$ cat src/rtl/trig_pkg.sv
package trig_pkg;
  localparam int SLOTS     = 4;
  localparam int REG_W     = 32;
  localparam int EN_LSB    = 0;
  localparam int ACK_LSB   = 4;
  localparam int POL_LSB   = 8;
  localparam int ANY_LSB   = 12;
  localparam int LVL_LSB   = 16;

  typedef struct packed {
    logic level;
    logic pol;
    logic any;
  } trig_mode_t;
endpackage

$ cat src/rtl/trig_sync2.sv
module trig_sync2 #(
  parameter int W = 6
) (
  input  logic         clk,
  input  logic         rst_n,
  input  logic [W-1:0] d_i,
  output logic [W-1:0] q_o
);
  logic [W-1:0] meta_q;
  logic [W-1:0] sync_q;

  always_ff @(posedge clk or negedge rst_n) begin
    if (!rst_n) begin
      meta_q <= '0;
      sync_q <= '0;
    end else begin
      meta_q <= d_i;
      sync_q <= meta_q;
    end
  end

  assign q_o = sync_q;
endmodule

$ cat src/rtl/trig_cfg_regs.sv
module trig_cfg_regs
  import trig_pkg::*;
#(
  parameter int NPINS = 6,
  parameter int SEL_W = 1
) (
  input  logic                   clk,
  input  logic                   rst_n,
  input  logic                   wr_en,
  input  logic [SEL_W-1:0]       wr_sel,
  input  logic [REG_W-1:0]       wr_data,
  input  logic [SEL_W-1:0]       rd_sel,
  output logic [REG_W-1:0]       rd_data,
  output trig_mode_t [NPINS-1:0] mode_o,
  output logic [NPINS-1:0]       en_o,
  output logic [NPINS-1:0]       ack_o
);
  for (genvar p = 0; p < NPINS; p++) begin : g_pin
    localparam int WORD = p / SLOTS;
    localparam int SLOT = p % SLOTS;
    logic       hit;
    logic       en_q;
    logic       ack_q;
    trig_mode_t mode_q;

    assign hit = wr_en && (wr_sel == SEL_W'(WORD));

    always_ff @(posedge clk or negedge rst_n) begin
      if (!rst_n) begin
        en_q   <= 1'b0;
        mode_q <= '0;
        ack_q  <= 1'b0;
      end else begin
        ack_q <= hit && wr_data[ACK_LSB + SLOT];
        if (hit) begin
          en_q         <= wr_data[EN_LSB  + SLOT];
          mode_q.pol   <= wr_data[POL_LSB + SLOT];
          mode_q.any   <= wr_data[ANY_LSB + SLOT];
          mode_q.level <= wr_data[LVL_LSB + SLOT];
        end
      end
    end

    assign en_o[p]   = en_q;
    assign mode_o[p] = mode_q;
    assign ack_o[p]  = ack_q;

    // An acknowledge pulse only follows a write to this pin's word
    AST_ACK_FROM_WRITE: assert property (@(posedge clk) disable iff (!rst_n)
      ack_q |-> ($past(wr_en) && $past(wr_sel) == SEL_W'(WORD)));
  end

  always_comb begin
    rd_data = '0;
    for (int p = 0; p < NPINS; p++) begin
      if (rd_sel == SEL_W'(p / SLOTS)) begin
        rd_data[EN_LSB  + (p % SLOTS)] = en_o[p];
        rd_data[POL_LSB + (p % SLOTS)] = mode_o[p].pol;
        rd_data[ANY_LSB + (p % SLOTS)] = mode_o[p].any;
        rd_data[LVL_LSB + (p % SLOTS)] = mode_o[p].level;
      end
    end
  end
endmodule

$ cat src/rtl/trig_pin_detect.sv
module trig_pin_detect
  import trig_pkg::*;
(
  input  logic       clk,
  input  logic       rst_n,
  input  logic       sync_i,
  input  trig_mode_t mode_i,
  input  logic       en_i,
  input  logic       ack_i,
  output logic       req_o
);
  logic prev_q;
  logic held_q;
  logic rise, fall, edge_hit, held_d;

  assign rise     = sync_i & ~prev_q;
  assign fall     = ~sync_i & prev_q;
  assign edge_hit = mode_i.any ? (rise | fall) : (mode_i.pol ? rise : fall);
  assign held_d   = mode_i.level ? 1'b0 : ((held_q & ~ack_i) | edge_hit);

  always_ff @(posedge clk or negedge rst_n) begin
    if (!rst_n) begin
      prev_q <= 1'b0;
      held_q <= 1'b0;
    end else begin
      prev_q <= sync_i;
      held_q <= held_d;
    end
  end

  assign req_o = en_i & (mode_i.level ? (mode_i.pol ? sync_i : ~sync_i) : held_q);

  AST_EDGE_LATCHES: assert property (@(posedge clk) disable iff (!rst_n)
    (!mode_i.level && edge_hit) |=> held_q);

  AST_ACK_DROPS: assert property (@(posedge clk) disable iff (!rst_n)
    (!mode_i.level && ack_i && !edge_hit) |=> !held_q);

  AST_HOLD_WITHOUT_ACK: assert property (@(posedge clk) disable iff (!rst_n)
    (!mode_i.level && held_q && !ack_i) |=> held_q);

  AST_LEVEL_NO_LATCH: assert property (@(posedge clk) disable iff (!rst_n)
    (mode_i.level && $past(mode_i.level)) |-> !held_q);
endmodule

$ cat src/rtl/ext_trigger_unit.sv
module ext_trigger_unit
  import trig_pkg::*;
#(
  parameter  int NPINS = 6,
  localparam int NWORDS = (NPINS + SLOTS - 1) / SLOTS,
  localparam int SEL_W  = (NWORDS > 1) ? $clog2(NWORDS) : 1
) (
  input  logic             clk,
  input  logic             rst_n,
  input  logic [NPINS-1:0] pins_i,
  input  logic             cfg_wr_en,
  input  logic [SEL_W-1:0] cfg_wr_sel,
  input  logic [REG_W-1:0] cfg_wr_data,
  input  logic [SEL_W-1:0] cfg_rd_sel,
  output logic [REG_W-1:0] cfg_rd_data,
  output logic [NPINS-1:0] irq_o
);
  logic [NPINS-1:0]       sync_w;
  trig_mode_t [NPINS-1:0] mode_w;
  logic [NPINS-1:0]       en_w;
  logic [NPINS-1:0]       ack_w;

  trig_sync2 #(.W(NPINS)) u_sync (
    .clk(clk), .rst_n(rst_n), .d_i(pins_i), .q_o(sync_w)
  );

  trig_cfg_regs #(.NPINS(NPINS), .SEL_W(SEL_W)) u_cfg (
    .clk(clk), .rst_n(rst_n),
    .wr_en(cfg_wr_en), .wr_sel(cfg_wr_sel), .wr_data(cfg_wr_data),
    .rd_sel(cfg_rd_sel), .rd_data(cfg_rd_data),
    .mode_o(mode_w), .en_o(en_w), .ack_o(ack_w)
  );

  for (genvar p = 0; p < NPINS; p++) begin : g_det
    trig_pin_detect u_det (
      .clk(clk), .rst_n(rst_n), .sync_i(sync_w[p]), .mode_i(mode_w[p]),
      .en_i(en_w[p]), .ack_i(ack_w[p]), .req_o(irq_o[p])
    );
  end

  AST_DISABLED_QUIET: assert property (@(posedge clk) disable iff (!rst_n)
    (irq_o & ~en_w) == '0);
endmodule

$ cat config.mk
export PLATFORM = sky130hd
export DESIGN_NAME = ext_trigger_unit
export DESIGN_NICKNAME = d
export VERILOG_FILES = /design/src/rtl/trig_pkg.sv /design/src/rtl/trig_sync2.sv /design/src/rtl/trig_cfg_regs.sv /design/src/rtl/trig_pin_detect.sv /design/src/rtl/ext_trigger_unit.sv
export SDC_FILE = /design/constraint.sdc
export NUM_CORES = 1
export LEC_CHECK = 0
export CORE_MARGIN = 4
export CORE_UTILIZATION = 42
export CTS_CLUSTER_SIZE = 12
export DETAILED_ROUTE_END_ITERATION = 10
export HOLD_SLACK_MARGIN = 0.15
export PLACE_DENSITY = 0.73
export SKIP_LAST_GASP = 1
export SYNTH_ARGS = -nofsm -noshare
export SYNTH_HDL_FRONTEND = slang
export SYNTH_SLANG_ARGS = --single-unit
export TNS_END_PERCENT = 30
$ cat constraint.sdc
create_clock -name clk -period 1.1 [get_ports clk]
set_input_delay 0.22 -clock clk [delete_from_list [all_inputs] [get_ports clk]]
set_output_delay 0.22 -clock clk [all_outputs]
set_load 0.05 [all_outputs]
---- After elaboration in Yosys (flattened, before gate mapping) ----
Index checks and enable logic that the tools add are counted.
operators by class
  muxes and demuxes ....................... 46
  bitwise operators ....................... 55
  reduce and logical (&&, ||, !) cells .... 8
operator list
  operator             count
  $mux W1              46
  $and A1 B1 Y1        24
  $not A1 Y1           19
  $or A1 B1 Y1         12
  $logic_and A1 B1 Y1  8
word-level totals
  register bits after elaboration ......... 54
  input port bits ......................... 43
  output and inout bits ................... 38
  logic and storage cells ................. 153

---- Longest topological paths before layout ----
Gate-level depths: netlist of the first run.
  depth in word-level cells ............... 6
  gate-level depth with buffers ........... 5
  depth with buffers taken out ............ 5

---- Cells and area by module ----
From an unflattened synthesis of the first run, not the netlist that was laid out.
unflattened totals
  cells, all modules ...................... 213
  area total of the unflattened synthesis .. 2722.6 sq um
modules (own cells, without submodules)
  module           times used  cells each  area an instance (sq um)  sequential area each (sq um)
  trig_cfg_regs    1           111         1544.0                    750.7
  trig_pin_detect  6           15          146.4                     50.0
  trig_sync2       1           12          300.3                     300.3

---- Worst setup path before layout of the first run ----
OpenSTA, ideal clock, no wires.
  path kind ............................... input to output
  start point ............................. in cfg_rd_sel
  end point ............................... out cfg_rd_data[10]
  arrival ................................. 1203 ps
  required time ........................... 880 ps
  slack ................................... -323 ps
  cell stages on the path ................. 3
  buffers on the path ..................... 2
  path through ............................ buf_2 -> buf_6 -> nor2b_1
on the way
  word-level cells in the longest chain between the ends .. 1
RTL lines
  element             RTL line                RTL
  start: declaration  ext_trigger_unit.sv:14  input logic [SEL_W-1:0] cfg_rd_sel,
  $mux W1             trig_cfg_regs.sv:56     if (rd_sel == SEL_W'(p / SLOTS)) begin
  end: declaration    ext_trigger_unit.sv:15  output logic [REG_W-1:0] cfg_rd_data,
Every way passes these cells.

---- Final worst setup path of the first run ----
  start point ............................. reg u_cfg.g_pin[0].mode_q (netlist bit u_cfg.mode_o[1])
  end point ............................... out irq_o[0]
on the way
  word-level cells in the longest chain between the ends .. 3
RTL lines
  element               RTL line                RTL
  start: declaration    trig_cfg_regs.sv:24     trig_mode_t mode_q;
  $mux W1 (2 in a row)  trig_pin_detect.sv:31   assign req_o = en_i & (mode_i.level ? (mode_i.pol ? sync_i : ~sync_i) : held_q);
  $and A1 B1 Y1         trig_pin_detect.sv:31
  end: declaration      ext_trigger_unit.sv:16  output logic [NPINS-1:0] irq_o
Every way passes these cells.

==> flow_summary.ini, run 1 <==
[synth]
synth_top_area_share_pct = 51.3
synthTopCellsByCount = dfrtp_1 (54), buf_4 (22), mux2_2 (22), mux2_4 (16)
synthFlopType = dfrtp_1
ys_ff_latch = 54
seq_area_frac_synth_pct = 51.3
yosysMostFrequentCell = dfrtp_1
synthTopCellsByArea = dfrtp_1 (51%), mux2_2 (9.4%), mux2_4 (9.1%), buf_4 (6.3%), ha_1 (5.7%)
syn_area_um2 = 2630
synth.distinct_cells = 22
synth_top_area_cell = dfrtp_1
synth_area_per_cell_um2 = 12.7
synthArstFlopShare_pct = 100
synth_edf_count = 0
yosysWarnings = 0
synth_cells = 207

[power]
p_leak_nw = 1.84
finalPower_mw = 5.70
peakVddDrop_mv = 0.888
power_density_nw_per_um2 = 1500

[critical_path]
r2r_end = g_det[1].u_det.held_q
rrSetupSlack_ns = -0.26
path_class = register to primary output
crit_required_ns = 0.88
regToRegStartpoint = u_sync.q_o[1]
arrival_ns = 1.29
reg2reg_depth = 5
cp-end-kind = primary output
cp_max_fo = 3
cp-start-kind = register

[min_path]
hold_class = primary input to register
hold_path_depth = 1
holdPathEnd = u_sync.meta_q[1]
hold_start = pins_i[1]

[timing]
setup-violations-final = 52
hold_slack_ns = 0.346
finalHoldViolations = 0
rsz0062_at_grt = yes
finalClockSkew_ns = 0.00438
fmax_mhz = 662
post-route-min-period_ns = 1.51
setup_slack_ns = -0.410
period_share_pct = 137
slew_viol_final = 0

[clocking]
path_clk_slew_ns = 0.09
cts_tree = done
clock_latency_ns = 0.30
root_buffer = clkbuf_8
cts_sinks = 54
clockBufferDepth = 2
cts_buffers = 5
cts_max_level = 2

[final_layout]
synthToLayoutAreaGrowth_pct = 44.4
finish.utilization_pct = 63.5
antenna_cells = 0
nets = 353
fin_cells = 374
finish.instance_area_um2 = 3800
drive_above_1_share_pct = 41.5

[placement]
placed_area_um2 = 3480
io_buffers = 52
hpwlAfterDp_um = 3710
dp.cells = 348
gp_congestion = 0.749

[routing]
drc_errors = 0
num_vias = 1681
first_pass_iters = 4
drtIter0Drc = 34
routedWlPerCell_um = 13.4
antenna_left = 0
wl_um = 5000
vias_per_cell = 4.49

[status]
status = finished with violations
failed_checks = negative setup slack

[grt]
grt_antenna_before_repair = 0
grt_start_max_net_pins = 21
grt_pass1_wl_um = 7890
grt_use_total_pct = 13.5
grt_pass1_vias = 1700
grt_overflow_total = 0

[floorplanning]
rows = 28
dieWidth_um = 87.2
core_um2 = 5990
die_area_um2 = 7600
fp.dieH_um = 87.2
io_pins = 81
start_util_pct = 43.9

[flow_run]
drv_cap = 0
[registers in the layout, indices dropped and copies added (netlist names)]
register,cells
g_det.u_det.held_q,6
g_det.u_det.prev_q,6
u_cfg.g_pin.ack_q,6
u_cfg.g_pin.en_q,6
u_cfg.mode_o,18
u_sync.meta_q,6
u_sync.q_o,6
[report_power, final]
group / switching (mW) / internal (mW)
clock network: 0.605 / 0.509
logic: 1.04 / 1.16
registers: 0.178 / 2.20
[per-layer routing]
layer	routed length, um	GRT usage (%)	share of wire [%]	up-vias
met5	0	0	0	-
met4	67	4.74	1.3	0
met3	300	3.31	6.0	7
met2	2510	23.0	50	46
met1	2130	16.6	43	805
li1	-	-	-	823
[what timing repair did]
| item | in CTS | in global routing |
|---|---|---|
| setup endpoints to repair | 52 | 52 |
| pin swaps | 8 | 1 |
| hold buffers | 1 | 0 |
| hold endpoints to repair | 54 | 0 |
| buffers inserted | 15 | 2 |
| gates resized for setup | 21 | 10 |
[worst max-delay path, cell delays in order (launching register included)]
cell and delay (ns):
dfrtp_1 0.42, xor2_1 0.16, o21ai_1 0.14, buf_4 0.14, buf_12 0.12
[placed cells by master (no fill, tap or decap), types with 6 or more instances in the layout]
| master | n |
|---|---|
| mux2_4 | 20 |
| ha_1 | 12 |
| buf_12 | 19 |
| nand2b_1 | 6 |
| clkbuf_8 | 6 |
| o21ai_1 | 6 |
| inv_1 | 12 |
| nand3b_1 | 6 |
| buf_4 | 31 |
| clkdlybuf4s50_1 | 28 |
| mux2_2 | 18 |
| xor2_1 | 6 |
| conb_1 | 16 |
| buf_6 | 12 |
| a21oi_1 | 6 |
| nand2_1 | 12 |
| dfrtp_1 | 54 |
[worst max-delay path by stage]
stage | cells after the start | from | slack [ns] | endpoint
2_1_floorplan | 3 | cfg_rd_sel | -0.08 | cfg_rd_data[10]
3_3_place_gp | 4 | cfg_rd_sel | -0.53 | cfg_rd_data[8]
3_5_place_dp | 4 | cfg_rd_sel | -0.55 | cfg_rd_data[16]
4_1_cts | 4 | u_cfg.mode_o[13] | -0.41 | irq_o[4]
5_1_grt | 4 | u_cfg.mode_o[4] | -0.51 | irq_o[1]
6_report | 4 | u_cfg.mode_o[1] | -0.41 | irq_o[0]
[metrics by stage]
step | setup slack (ns) | TNS (ns)
final | -0.410 | -10.44
after global routing | -0.508 | -12.56
after CTS | -0.410 | -10.76
after detailed placement | -0.545 | -20.50
after global placement | -0.531 | -19.73
after floorplan | -0.0847 | -1.19
[cell families after synthesis]
group / Yosys count / synth area share (%)
AOI/OAI and AO/OA: 18 / 3.42
xor gates and xnor gates: 6 / 2.00
adders and majority gates: 12 / 5.70
buffers and inverters: 38 / 9.79
DFF: 54 / 51.3
muxes: 38 / 18.5
other: 1 / 0.142
and+or+nand+nor: 40 / 9.08
[layout make-up]
| cell class | count | area (um^2) |
|---|---|---|
| Sequential cell | 54 | 1350 |
| Clock inverter | 1 | 5.00 |
| Clock buffer | 7 | 86.3 |
| Fill cell | 466 | 2190 |
| Inverter | 12 | 45.0 |
| Multi-Input combinational cell | 130 | 1140 |
| Tap cell | 75 | 93.8 |
| Timing Repair Buffer | 95 | 1080 |
Note: power is estimated with default switching activity, not from simulation.
==> run 2: changes to the inputs <==
TNS_END_PERCENT = 10   (was 30)
==> flow_summary.ini, run 2 (synthesized netlist as in run 1, its figures left out) <==
[placement]
hpwlAfterDp_um = 3710
post-place-ws_ns = -0.545
io_buffers = 52
gp_congestion = 0.749

[critical_path]
cp_max_fo = 3
path_class = register to primary output
path_cells = buf_6 -> mux2_4 -> buf_8
cp-start-kind = register
crit_buf_inv = 2
cp-end-kind = primary output
critPathMaxStageDelay_ns = 0.43
crit_required_ns = 0.88
cp_slowest_cell = dfrtp_1
cp_top_family = flip-flops
arrival_ns = 1.29

[floorplanning]
core_um2 = 5990
io_pins = 81
fp.dieH_um = 87.2
rows = 28
die_area_um2 = 7600
dieWidth_um = 87.2
start_util_pct = 43.9

[power]
p_sw_mw = 1.79
peakVddDrop_mv = 0.873
power_density_nw_per_um2 = 1510
pwr-share-clk_pct = 19.8
sequentialPowerShare_pct = 42.5
pwr-share-comb_pct = 37.7
p_leak_nw = 1.79
p_int_mw = 3.81
switching_share_pct = 32.0

[timing]
finalHoldViolations = 0
slew_viol_final = 0
period_share_pct = 137
setup-tns-final_ns = -10.74
finalClockSkew_ns = 0.00305
setup_slack_ns = -0.408
post-route-min-period_ns = 1.51
hold_slack_ns = 0.346
setup-violations-final = 52
rsz0062_at_grt = yes
fmax_mhz = 663

[final_layout]
fillCellCount = 477
layout_commonest_cell = dfrtp_1
antenna_cells = 0
largest_reg_flops = 18
synthToLayoutAreaGrowth_pct = 41.3
nets = 349
most-common-layout-cells = dfrtp_1 (54), buf_4 (33), clkdlybuf4s50_1 (28)
drive_above_1_share_pct = 40.3

[grt]
grt_pass1_wl_um = 7920
grt_overflow_total = 0
grt_antenna_before_repair = 0
grt_use_total_pct = 13.6
grt_start_max_net_pins = 21
grt_pass1_vias = 1702

[clocking]
cts_tree = done
clockBufferDepth = 2
cts_buffers = 5
root_buffer = clkbuf_8
cts_sinks = 54
path_clk_slew_ns = 0.09
clock_latency_ns = 0.30
cts_max_level = 2

[routing]
num_vias = 1688
drtIter0Drc = 35
drc_errors = 0
wl_um = 4930
antenna_left = 0
routedWlPerCell_um = 13.3
first_pass_iters = 4
vias_per_cell = 4.56

[status]
status = finished with violations
failed_checks = negative setup slack

[flow_run]
drv_cap = 0

[min_path]
hold_class = primary input to register
-- run 2: cell types whose count changed in the layout (fill, tap and decap cells not counted) --
cell     delta
buf_6       -5
nor2b_2     +4
nor2b_4     -4
buf_4       +2
buf_8       -1
mux2_2      +1
mux2_4      -1
o21ai_0     +1
o21ai_2     -1
-- run 2: final timing paths --
path | to | slack, ns | cells past startpoint | start
worst min-delay path | u_sync.meta_q[1] | 0.35 | 1 | pins_i[1]
min in group asynchronous | u_cfg.mode_o[13] | 0.36 | 2 | rst_n
worst min register to register | u_sync.q_o[5] | 0.35 | 0 | u_sync.meta_q[5]
max in group asynchronous | u_cfg.g_pin[0].ack_q | 0.31 | 3 | rst_n
worst max register to register | g_det[1].u_det.held_q | -0.26 | 5 | u_sync.q_o[1]
worst max-delay path | cfg_rd_data[9] | -0.41 | 3 | u_cfg.mode_o[4]
-- run 2: layout make-up --
class                           instances  area, um^2  area share (%)
Clock buffer                            7        86.3            2.32
Inverter                               12        45.0            1.21
Tap cell                               75        93.8            2.52
Multi-Input combinational cell        130        1110            29.9
Timing Repair Buffer                   91        1030            27.6
Clock inverter                          1        5.00           0.135
Sequential cell                        54        1350            36.3
-- run 2: per-stage QoR --
stage / power [mW] / utilization, % / area, um^2 / std cells
after floorplan: 3.60 / - / 2720 / 222
after detailed placement: 4.42 / 58.1 / 3480 / 348
after global placement: 4.38 / 58.1 / 3480 / 348
after global routing: 5.88 / 62.1 / 3720 / 370
final: 5.60 / 62.1 / 3720 / 370
after CTS: 5.68 / 62.1 / 3720 / 370
-- run 2: power groups by stage --
stage | combinational (mW) | sequential [mW] | clock, mW
finish | 2.11 | 2.38 | 1.11
global route | 2.24 | 2.41 | 1.24
CTS | 2.13 | 2.38 | 1.16
detailed placement | 1.99 | 2.43 | 0
global placement | 1.96 | 2.42 | 0
floorplan | 1.21 | 2.38 | 0
-- run 2: metal layers --
metal | global-route usage, % | wire (um) | vias to the layer above
met5 | 0 | 0 | -
met4 | 4.74 | 66 | 0
met3 | 3.22 | 313 | 7
met2 | 23.1 | 2490 | 52
met1 | 16.9 | 2060 | 814
li1 | - | - | 815
-- run 2: repair_timing --
action	in CTS	in global routing
hold endpoints to repair	54	0
buffers inserted	13	0
hold buffers	1	0
pin swaps	2	5
setup endpoints to repair	52	52
resized for setup	17	0
